### config.mk
export PLATFORM = sky130hd
export DESIGN_NAME = dtmf_tone_gen
export DESIGN_NICKNAME = d
export VERILOG_FILES = /design/src/rtl/dtmf_pkg.sv /design/src/rtl/dtmf_sqdiv.sv /design/src/rtl/dtmf_seq.sv /design/src/rtl/dtmf_click.sv /design/src/rtl/dtmf_tone_gen.sv
export SDC_FILE = /design/constraint.sdc
export NUM_CORES = 1
export LEC_CHECK = 0
export ABC_CLOCK_PERIOD_IN_PS = 2560
export BUFFER_PORTS_ARGS = -buffer_cell sky130_fd_sc_hd__buf_2
export CAP_MARGIN = 10
export CORE_MARGIN = 2
export CORE_UTILIZATION = 44
export DETAILED_ROUTE_END_ITERATION = 16
export HOLD_SLACK_MARGIN = 0.1
export SYNTH_ARGS = -nofsm -noshare
export SYNTH_HDL_FRONTEND = slang
export SYNTH_SLANG_ARGS = --single-unit
### constraint.sdc
create_clock -name clk -period 2.56 [get_ports clk]
set_input_delay 0.256 -clock clk [delete_from_list [all_inputs] [get_ports clk]]
set_output_delay 0.256 -clock clk [all_outputs]
set_load 0.1 [all_outputs]
### src/rtl/dtmf_pkg.sv
package dtmf_pkg;

   typedef enum logic [1:0] {
      ST_IDLE = 2'd0,
      ST_TONE = 2'd1,
      ST_GAP  = 2'd2
   } dtmf_state_e;

   // nearest-integer divider ratio for a target frequency
   function automatic int unsigned near_div(input int unsigned clk_hz, input int unsigned f_hz);
      return (clk_hz + f_hz / 2) / f_hz;
   endfunction

   function automatic logic code_ok(input logic [3:0] code);
      return code <= 4'd11;
   endfunction

   function automatic logic [1:0] row_of(input logic [3:0] code);
      logic [1:0] r;
      case (code)
         4'd1, 4'd2, 4'd3:   r = 2'd0;
         4'd4, 4'd5, 4'd6:   r = 2'd1;
         4'd7, 4'd8, 4'd9:   r = 2'd2;
         default:            r = 2'd3;
      endcase
      return r;
   endfunction

   function automatic logic [1:0] col_of(input logic [3:0] code);
      logic [1:0] c;
      case (code)
         4'd1, 4'd4, 4'd7, 4'd10: c = 2'd0;
         4'd2, 4'd5, 4'd8, 4'd0:  c = 2'd1;
         default:                 c = 2'd2;
      endcase
      return c;
   endfunction

endpackage

### src/rtl/dtmf_sqdiv.sv
module dtmf_sqdiv #(
   parameter int W = 16
) (
   input  logic         clk,
   input  logic         rst_n,
   input  logic         en,
   input  logic [W-1:0] div,
   output logic         sq
);
   logic [W-1:0] cnt;
   logic [W-1:0] half;

   assign half = div >> 1;

   always_ff @(posedge clk or negedge rst_n) begin
      if (!rst_n)               cnt <= '0;
      else if (!en)             cnt <= '0;
      else if (cnt == div - W'(1)) cnt <= '0;
      else                      cnt <= cnt + W'(1);
   end

   assign sq = en && (cnt < half);

   // each burst starts with the wave high
   a_r3_phase_start: assert property (@(posedge clk) disable iff (!rst_n)
      $rose(en) |-> sq);

   // ratio held for the whole burst
   a_r1_div_held: assert property (@(posedge clk) disable iff (!rst_n)
      (en && $past(en)) |-> $stable(div));
endmodule

### src/rtl/dtmf_seq.sv
module dtmf_seq
   import dtmf_pkg::*;
#(
   parameter int TONE_CYC = 332898,
   parameter int GAP_CYC  = 332898,
   parameter int CNT_W    = 19
) (
   input  logic clk,
   input  logic rst_n,
   input  logic tone_mode,
   input  logic start,
   output logic tone_on,
   output logic idle
);
   dtmf_state_e  st;
   logic [CNT_W-1:0] tcnt;

   always_ff @(posedge clk or negedge rst_n) begin
      if (!rst_n) begin
         st   <= ST_IDLE;
         tcnt <= '0;
      end else if (!tone_mode) begin
         st   <= ST_IDLE;
         tcnt <= '0;
      end else begin
         case (st)
            ST_IDLE: if (start) begin
               st   <= ST_TONE;
               tcnt <= '0;
            end
            ST_TONE: if (tcnt == CNT_W'(TONE_CYC - 1)) begin
               st   <= ST_GAP;
               tcnt <= '0;
            end else tcnt <= tcnt + CNT_W'(1);
            ST_GAP: if (tcnt == CNT_W'(GAP_CYC - 1)) begin
               st   <= ST_IDLE;
               tcnt <= '0;
            end else tcnt <= tcnt + CNT_W'(1);
            default: st <= ST_IDLE;
         endcase
      end
   end

   assign tone_on = (st == ST_TONE);
   assign idle    = (st == ST_IDLE);

   // burst follows acceptance
   a_r3_burst_follows: assert property (@(posedge clk) disable iff (!rst_n)
      (start && tone_mode && idle) |=> tone_on);

   // a normal end of burst leads into the gap
   a_r4_gap_after_tone: assert property (@(posedge clk) disable iff (!rst_n)
      ($fell(tone_on) && $past(tone_mode)) |-> !idle);

   // mode off stops the burst
   a_r7_mode_off_stops: assert property (@(posedge clk) disable iff (!rst_n)
      !tone_mode |=> !tone_on);
endmodule

### src/rtl/dtmf_click.sv
module dtmf_click #(
   parameter int W        = 16,
   parameter int DIV      = 2983,
   parameter int LEN      = 125284,
   parameter int LEN_W    = 17
) (
   input  logic clk,
   input  logic rst_n,
   input  logic start,
   output logic out
);
   logic             active;
   logic [LEN_W-1:0] lcnt;

   always_ff @(posedge clk or negedge rst_n) begin
      if (!rst_n) begin
         active <= 1'b0;
         lcnt   <= '0;
      end else if (start) begin
         active <= 1'b1;
         lcnt   <= '0;
      end else if (active) begin
         if (lcnt == LEN_W'(LEN - 1)) active <= 1'b0;
         else                         lcnt   <= lcnt + LEN_W'(1);
      end
   end

   dtmf_sqdiv #(.W(W)) u_kdiv (
      .clk  (clk),
      .rst_n(rst_n),
      .en   (active),
      .div  (W'(DIV)),
      .sq   (out)
   );

   // click begins high on a fresh burst
   a_r6_click_starts: assert property (@(posedge clk) disable iff (!rst_n)
      (start && !active) |=> out);
endmodule

### src/rtl/dtmf_tone_gen.sv
module dtmf_tone_gen
   import dtmf_pkg::*;
#(
   parameter int unsigned CLK_HZ    = 3579545,
   parameter int          TONE_CYC  = 332898,
   parameter int          GAP_CYC   = 332898,
   parameter int          CLICK_CYC = 125284,
   parameter int unsigned CLICK_HZ  = 1200,
   parameter int          DIV_W     = 16,
   parameter bit          CLICK_EN  = 1'b1,
   parameter int unsigned ROW_HZ [4] = '{699, 766, 848, 948},
   parameter int unsigned COL_HZ [3] = '{1216, 1332, 1472}
) (
   input  logic       clk,
   input  logic       rst_n,
   input  logic       tone_mode,
   input  logic       dig_valid,
   output logic       dig_ready,
   input  logic [3:0] dig_code,
   input  logic       single_en,
   input  logic       single_col,
   output logic       row_sq,
   output logic       col_sq,
   output logic       tone_on,
   output logic       click_out
);
   localparam int TMAX   = (TONE_CYC > GAP_CYC) ? TONE_CYC : GAP_CYC;
   localparam int CNT_W  = $clog2(TMAX + 1);
   localparam int LEN_W  = $clog2(CLICK_CYC + 1);
   localparam int unsigned KDIV = near_div(CLK_HZ, CLICK_HZ);

   logic [DIV_W-1:0] row_tab [4];
   logic [DIV_W-1:0] col_tab [3];

   for (genvar i = 0; i < 4; i++) begin : g_row
      localparam int unsigned D = near_div(CLK_HZ, ROW_HZ[i]);
      if (D < 2 || D >= (1 << DIV_W)) begin : g_bad
         $error("row divider out of range");
      end
      assign row_tab[i] = DIV_W'(D);
   end
   for (genvar j = 0; j < 3; j++) begin : g_col
      localparam int unsigned D = near_div(CLK_HZ, COL_HZ[j]);
      if (D < 2 || D >= (1 << DIV_W)) begin : g_bad
         $error("column divider out of range");
      end
      assign col_tab[j] = DIV_W'(D);
   end
   if (TONE_CYC < 1 || GAP_CYC < 1 || CLICK_CYC < 1) begin : g_bad_time
      $error("timing counts must be at least one");
   end

   logic       idle, start;
   logic [1:0] row_q, col_q;
   logic       sgl_q, sgl_col_q;

   assign dig_ready = tone_mode && idle;
   assign start     = dig_valid && dig_ready && code_ok(dig_code);

   always_ff @(posedge clk or negedge rst_n) begin
      if (!rst_n) begin
         row_q     <= '0;
         col_q     <= '0;
         sgl_q     <= 1'b0;
         sgl_col_q <= 1'b0;
      end else if (start) begin
         row_q     <= row_of(dig_code);
         col_q     <= col_of(dig_code);
         sgl_q     <= single_en;
         sgl_col_q <= single_col;
      end
   end

   dtmf_seq #(.TONE_CYC(TONE_CYC), .GAP_CYC(GAP_CYC), .CNT_W(CNT_W)) u_seq (
      .clk      (clk),
      .rst_n    (rst_n),
      .tone_mode(tone_mode),
      .start    (start),
      .tone_on  (tone_on),
      .idle     (idle)
   );

   logic row_en, col_en;
   assign row_en = tone_on && !(sgl_q && sgl_col_q);
   assign col_en = tone_on && !(sgl_q && !sgl_col_q);

   dtmf_sqdiv #(.W(DIV_W)) u_row (
      .clk(clk), .rst_n(rst_n), .en(row_en), .div(row_tab[row_q]), .sq(row_sq));
   dtmf_sqdiv #(.W(DIV_W)) u_col (
      .clk(clk), .rst_n(rst_n), .en(col_en), .div(col_tab[col_q]), .sq(col_sq));

   if (CLICK_EN) begin : g_click
      dtmf_click #(.W(DIV_W), .DIV(int'(KDIV)), .LEN(CLICK_CYC), .LEN_W(LEN_W)) u_click (
         .clk  (clk),
         .rst_n(rst_n),
         .start(start),
         .out  (click_out)
      );
   end else begin : g_noclick
      assign click_out = 1'b0;
   end

   // muted group stays silent for the whole burst
   a_r5_single_row_only: assert property (@(posedge clk) disable iff (!rst_n)
      (sgl_q && !sgl_col_q) |-> !col_sq);
   a_r5_single_col_only: assert property (@(posedge clk) disable iff (!rst_n)
      (sgl_q && sgl_col_q) |-> !row_sq);

   // nothing sounds while tone mode is off and the burst has ended
   a_r7_quiet_when_off: assert property (@(posedge clk) disable iff (!rst_n)
      !tone_mode |=> (!row_sq && !col_sq));

   // out-of-range code keeps the block idle
   a_r8_bad_code_idle: assert property (@(posedge clk) disable iff (!rst_n)
      (dig_valid && dig_ready && !code_ok(dig_code)) |=> !tone_on);
endmodule

==> results of run 1 <==
tightest hold or removal path, stage by stage:
cell and delay, ps:
buf_2 70, nand2_1 40, o21ai_0 60
final cells by class:
cell class / count / area [um2]
clock buffers: 11 / 253
fillers: 1093 / 5690
multi-input cells: 457 / 3090
clock inverters: 5 / 81.3
inverters: 23 / 88.8
well taps: 147 / 184
flip-flops and latches: 93 / 2330
repair buffers: 38 / 290
synthesized netlist by cell type, types with 2 or more instances:
| library cell | number |
|---|---|
| a2111oi_0 | 2 |
| a211oi_1 | 2 |
| a21o_1 | 3 |
| a21oi_1 | 23 |
| a31oi_1 | 17 |
| a41oi_1 | 4 |
| and2_1 | 8 |
| and3_1 | 10 |
| and4_1 | 5 |
| buf_2 | 4 |
| clkbuf_1 | 9 |
| dfrtp_1 | 93 |
| ha_1 | 35 |
| inv_1 | 23 |
| mux2_2 | 2 |
| mux2i_1 | 4 |
| nand2_1 | 48 |
| nand2b_1 | 7 |
| nand3_1 | 34 |
| nand3b_1 | 2 |
| nand4_1 | 20 |
| nand4b_1 | 3 |
| nor2_1 | 84 |
| nor2b_1 | 3 |
| nor3_1 | 16 |
| nor4_1 | 7 |
| o21ai_0 | 20 |
| o22ai_1 | 2 |
| o31ai_1 | 6 |
| or3_1 | 7 |
| or4_1 | 3 |
| xnor2_1 | 21 |
| xor2_1 | 33 |
per-layer routing:
layer / track usage / vias to the layer above
met1: 0.251 / 2059
met2: 0.309 / 50
met4: 0.0747 / 0
met3: 0.0337 / 12
met5: 0 / -
li1: - / 2159
worst paths after layout:
check | to | start | cells past startpoint | slack (ps)
setup / recovery | row_sq | row_q[1] | 9 | -280
max in group asynchronous | g_click.u_click.lcnt[16] | rst_n | 3 | 1350
hold / removal | sgl_q | single_en | 3 | 120
min in group asynchronous | u_col.cnt[11] | rst_n | 2 | 450
hold reg to reg | sgl_col_q | sgl_col_q | 2 | 490
setup reg to reg | u_row.cnt[15] | row_q[0] | 8 | 290
flip-flops by register name (all words and copies together), names as in the netlist, 2 cells and up:
| register | cells |
|---|---|
| u_seq.st | 2 |
| u_seq.tcnt | 19 |
| g_click.u_click.u_kdiv.cnt | 16 |
| u_col.cnt | 16 |
| row_q | 2 |
| col_q | 2 |
| u_row.cnt | 16 |
| g_click.u_click.lcnt | 17 |
repair_timing:
item,CTS,global route
gates resized for setup,8,6
hold buffers,2,0
buffers inserted,5,3
endpoints found under the hold margin,44,0
endpoints found under the setup margin,2,19
pin swaps,1,2
cell families (layout without fill, tap and decap cells):
family,count (synthesis),count (layout),synth area share
buf+inv,37,77,0.0279
xor+xnor,54,54,0.0871
mux,6,6,0.0115
flops,93,93,0.428
fa+ha+maj,36,36,0.0825
compound gates,96,96,0.117
simple gates,265,265,0.245
report_power, final:
part           total [uW]  internal, uW  switching (uW)
clock network        1490           911             580
registers            1770          1600             166
logic                1910           738            1170
total                5170          3250            1920
per-stage QoR:
step            util  TNS (ps)
4_1_cts        0.521      -348
3_5_place_dp   0.487    -0.662
5_1_grt        0.526      -388
3_3_place_gp   0.487         0
2_1_floorplan      -      -467
6_report       0.526      -277
==> results.json, run 1 <==
{
  "ys_seq_area_frac": 0.428,
  "stdcell_count": 774,
  "synth_top_area_frac": 0.428,
  "first_iter_violations": 239,
  "die_h_um": 115,
  "wl_met1_um": 5680,
  "post_drt_wl_per_cell_um": 15.0,
  "final_cell_mix": "dfrtp_1, nor2_1, nand2_1",
  "clk_latency_ps": 350,
  "final_common_cell": "dfrtp_1",
  "dpl_cell_area_um2": 5850,
  "grt_max_degree": 47,
  "p_leak_uw": 0.00270,
  "crit_path_max_fanout": 4,
  "design.final.nets": 667,
  "cts_root_buf": "clkbuf_16",
  "hold_path_class": "primary input to flip-flop",
  "slew-limit-headroom": 0.486,
  "violations": "setup timing",
  "num_io_pins": 15,
  "hold_viol_final": 0,
  "routed-wl-met2_um": 5460,
  "ys_types": 60,
  "hold-worst-slack_ps": 115,
  "startpoint_type": "flip-flop",
  "period_share": 1.11,
  "grt_pass1_wl_um": 20000,
  "rows": 40,
  "clock_path_buffers": 2,
  "final_cell_area_um2": 6320,
  "dieArea_um2": 13200,
  "top_layer_used": "met4",
  "clock.fmax_mhz": 353,
  "ys.flop_type": "dfrtp_1",
  "p_per_area_nw_per_um2": 818,
  "cts_htree_levels": 3,
  "areaGrowthSynthToFinish_pct": 16.4,
  "grtUsageTotal": 0.189,
  "dr.pass1.iters": 5,
  "synth_cells": 587,
  "drive_gt1_frac": 0.128,
  "die_w_um": 115,
  "clock_skew_ps": 8.94,
  "slew_viol_final": 0,
  "first_global_vias": 4224,
  "fp.coreArea_um2": 12000,
  "n_antenna_cell": 0,
  "cpMaxStageDelayCell": "dfrtp_2",
  "drc": 0,
  "dp_hpwl_um": 8090,
  "peakVddDrop_mv": 0.322,
  "cts_buffers": 9,
  "setup_viol": 1,
  "p_total_uw": 5170,
  "synth_async_sr_flop_share": 1.00,
  "antenna_left": 0,
  "antenna_found_initial": 0,
  "clock_sinks": 93,
  "slowest_delay_ps": 420,
  "cp_cell_sequence": "inv_2, ha_4, ha_4, a21o_1, a2111oi_4, o31a_1, o21ai_2, a2111oi_4, buf_12",
  "met3_length_um": 295,
  "gp_congestion": 0.820,
  "critPathTopFamily": "compound AO/OA/AOI/OAI gates",
  "pre_cts_ws_ps": -0.662,
  "via_per_inst": 5.53,
  "netlist_area_um2": 5430,
  "path_buf_inv": 2,
  "synth_area_leader_cell": "dfrtp_1",
  "tritoncts": "yes",
  "num_vias": 4280,
  "status": "finished with violations",
  "synth-edff-count": 0,
  "drv_cap": 0,
  "synth.avg_cell_area_um2": 9.25,
  "clk_pin_slew_ps": 70,
  "synth_nets": 632,
  "finalCriticalPeriod_ps": 2840,
  "start_util": 0.452,
  "synth.area.top_cells": "dfrtp_1, ha_1, nor2_1, xor2_1, xnor2_1",
  "synth_seq_cells": 93,
  "io_buffers": 14,
  "post-place-cells": 748,
  "grt_overflow": 0,
  "ys_warn_count": 0,
  "end_kind": "output pin",
  "rsz0062_at_grt": "true",
  "critPathKind": "flip-flop to output pin",
  "timing.final.ws_setup_ps": -277,
  "worstMarginPinSlew_ps": 769,
  "cp.required_ps": 2300,
  "worst_ep_arrival_time_ps": 2580,
  "finalWirelength_um": 11600
}
(Power assumes the default switching activity.)
==> inputs of run 2 (changes only) <==
CORE_UTILIZATION = 50   (was 44)
GPL_TIMING_DRIVEN = 0   (was default)
PLACE_DENSITY = 0.66   (was default)
==> results.json, run 2 (same netlist as run 1, synthesis figures left out) <==
{
  "first_global_vias": 4374,
  "seqPwrFrac": 0.383,
  "tritoncts": "yes",
  "setup_viol": 1,
  "cts_htree_levels": 3,
  "finalCriticalPeriod_ps": 2930,
  "io_buffers": 14,
  "p_per_area_nw_per_um2": 752,
  "drive_gt1_frac": 0.120,
  "r2r_start": "row_q[0]",
  "design.final.nets": 666,
  "worst_ep_arrival_time_ps": 2680,
  "p_int_uw": 2720,
  "antenna_found_initial": 0,
  "slew-limit-headroom": 0.361,
  "r2r-end": "u_row.cnt[10]",
  "drv_cap": 0,
  "largest_register_ffs": 19,
  "fin_setup_tns_ps": -374,
  "slew_viol_final": 0,
  "p_leak_uw": 0.00260,
  "reg2reg_depth": 9,
  "cts_buffers": 9,
  "clock_sinks": 93,
  "violations": "setup timing",
  "cts_root_buf": "clkbuf_8",
  "via_per_inst": 5.74,
  "rsz0062_at_grt": "true",
  "drc": 0,
  "dieArea_um2": 11700,
  "post_drt_wl_per_cell_um": 15.1,
  "comb_power_share": 0.412,
  "finalWirelength_um": 11600,
  "regToRegSetupSlack_ps": 90,
  "clk_latency_ps": 390,
  "switching_power_uw": 1910,
  "critPathKind": "flip-flop to output pin",
  "grt_overflow": 0,
  "end_kind": "output pin",
  "crit_path_max_fanout": 4,
  "areaGrowthSynthToFinish_pct": 13.2,
  "first_iter_violations": 216,
  "holdPathEnd": "sgl_q",
  "fp.coreArea_um2": 10700,
  "regMostFlops": "u_seq.tcnt",
  "final_common_cell": "dfrtp_1",
  "grt_pass1_wl_um": 20300,
  "dr.pass1.iters": 4,
  "num_vias": 4396,
  "worstHoldStart": "single_en",
  "rows": 38,
  "grt_max_degree": 59,
  "n_fill_cell": 958,
  "hold_depth": 3,
  "num_io_pins": 15,
  "clock.fmax_mhz": 341,
  "worstMarginPinSlew_ps": 952,
  "start_util": 0.508,
  "status": "finished with violations",
  "final_cell_mix": "dfrtp_1, nor2_1, nand2_1",
  "die_h_um": 108,
  "clk_pin_slew_ps": 100,
  "hold_path_class": "primary input to flip-flop",
  "n_antenna_cell": 0,
  "pre_cts_ws_ps": -261,
  "grtUsageTotal": 0.219,
  "gp_congestion": 0.815,
  "swShare": 0.412,
  "die_w_um": 108,
  "clock_skew_ps": 13.3,
  "timing.final.ws_setup_ps": -374,
  "cp.required_ps": 2300,
  "hold-worst-slack_ps": 114,
  "dp_hpwl_um": 8180,
  "peakVddDrop_mv": 0.511,
  "pwr-share-clk": 0.206,
  "hold_viol_final": 0,
  "startpoint_type": "flip-flop",
  "period_share": 1.15,
  "clock_path_buffers": 2,
  "top_regs": "u_seq.tcnt x19, g_click.u_click.lcnt x17",
  "antenna_left": 0
}
[run 2: critical path: stages (launching register included)]
cell       delay (ps)
dfrtp_2           450
inv_4              60
ha_4              170
ha_4              230
a21o_1            200
a2111oi_4         290
o31a_1            210
o21ai_2            70
a2111oi_4         330
buf_6             280
[run 2: metal layers]
| metal | GRT usage | vias up | routed length, um |
|---|---|---|---|
| met1 | 0.298 | 2148 | 5700 |
| met2 | 0.345 | 67 | 5270 |
| met5 | 0 | - | 0 |
| li1 | - | 2164 | - |
| met3 | 0.0404 | 17 | 396 |
| met4 | 0.0888 | 0 | 210 |
[run 2: power by group through the flow]
| stage | Combinational [uW] | Clock (uW) | Sequential [uW] |
|---|---|---|---|
| 6_report | 1900 | 951 | 1770 |
| 2_1_floorplan | 1310 | 0 | 1740 |
| 5_1_grt | 2110 | 1040 | 1790 |
| 3_5_place_dp | 1670 | 0 | 1790 |
| 3_3_place_gp | 1600 | 0 | 1780 |
| 4_1_cts | 1830 | 973 | 1770 |
[run 2: per-stage QoR]
stage	cells	cell area [um2]	total power, uW	utilization
after CTS	764	6080	4570	0.568
after global placement	741	5770	3390	0.540
after global routing	766	6150	4940	0.575
final	766	6150	4630	0.575
after detailed placement	742	5800	3460	0.542
after floorplan	587	5530	3050	-
[run 2: final cells by class]
class | count | area, um2 | share of cell area
Tap cell | 140 | 175 | 0.0285
Clock buffer | 11 | 151 | 0.0246
Buffer | 14 | 68.8 | 0.0112
Timing Repair Buffer | 23 | 189 | 0.0307
Clock inverter | 5 | 35.0 | 0.00570
Inverter | 23 | 93.8 | 0.0153
Sequential cell | 93 | 2330 | 0.379
Multi-Input combinational cell | 457 | 3100 | 0.505
[run 2: worst max-delay path by stage]
stage,from,endpoint,slack (ps),depth (start not counted)
after floorplan,row_q[1],row_sq,-470,8
after global routing,row_q[1],row_sq,-470,9
after global placement,row_q[1],row_sq,-230,9
final,row_q[1],row_sq,-370,9
after detailed placement,row_q[1],row_sq,-260,9
after CTS,row_q[1],row_sq,-390,9
[run 2: timing repair]
action	4_1_cts	5_1_grt
gates resized for setup	16	11
pin swaps	1	3
hold buffers	2	0
endpoints found under the setup margin	2	31
hold endpoints to repair	36	0
setup buffers	4	2
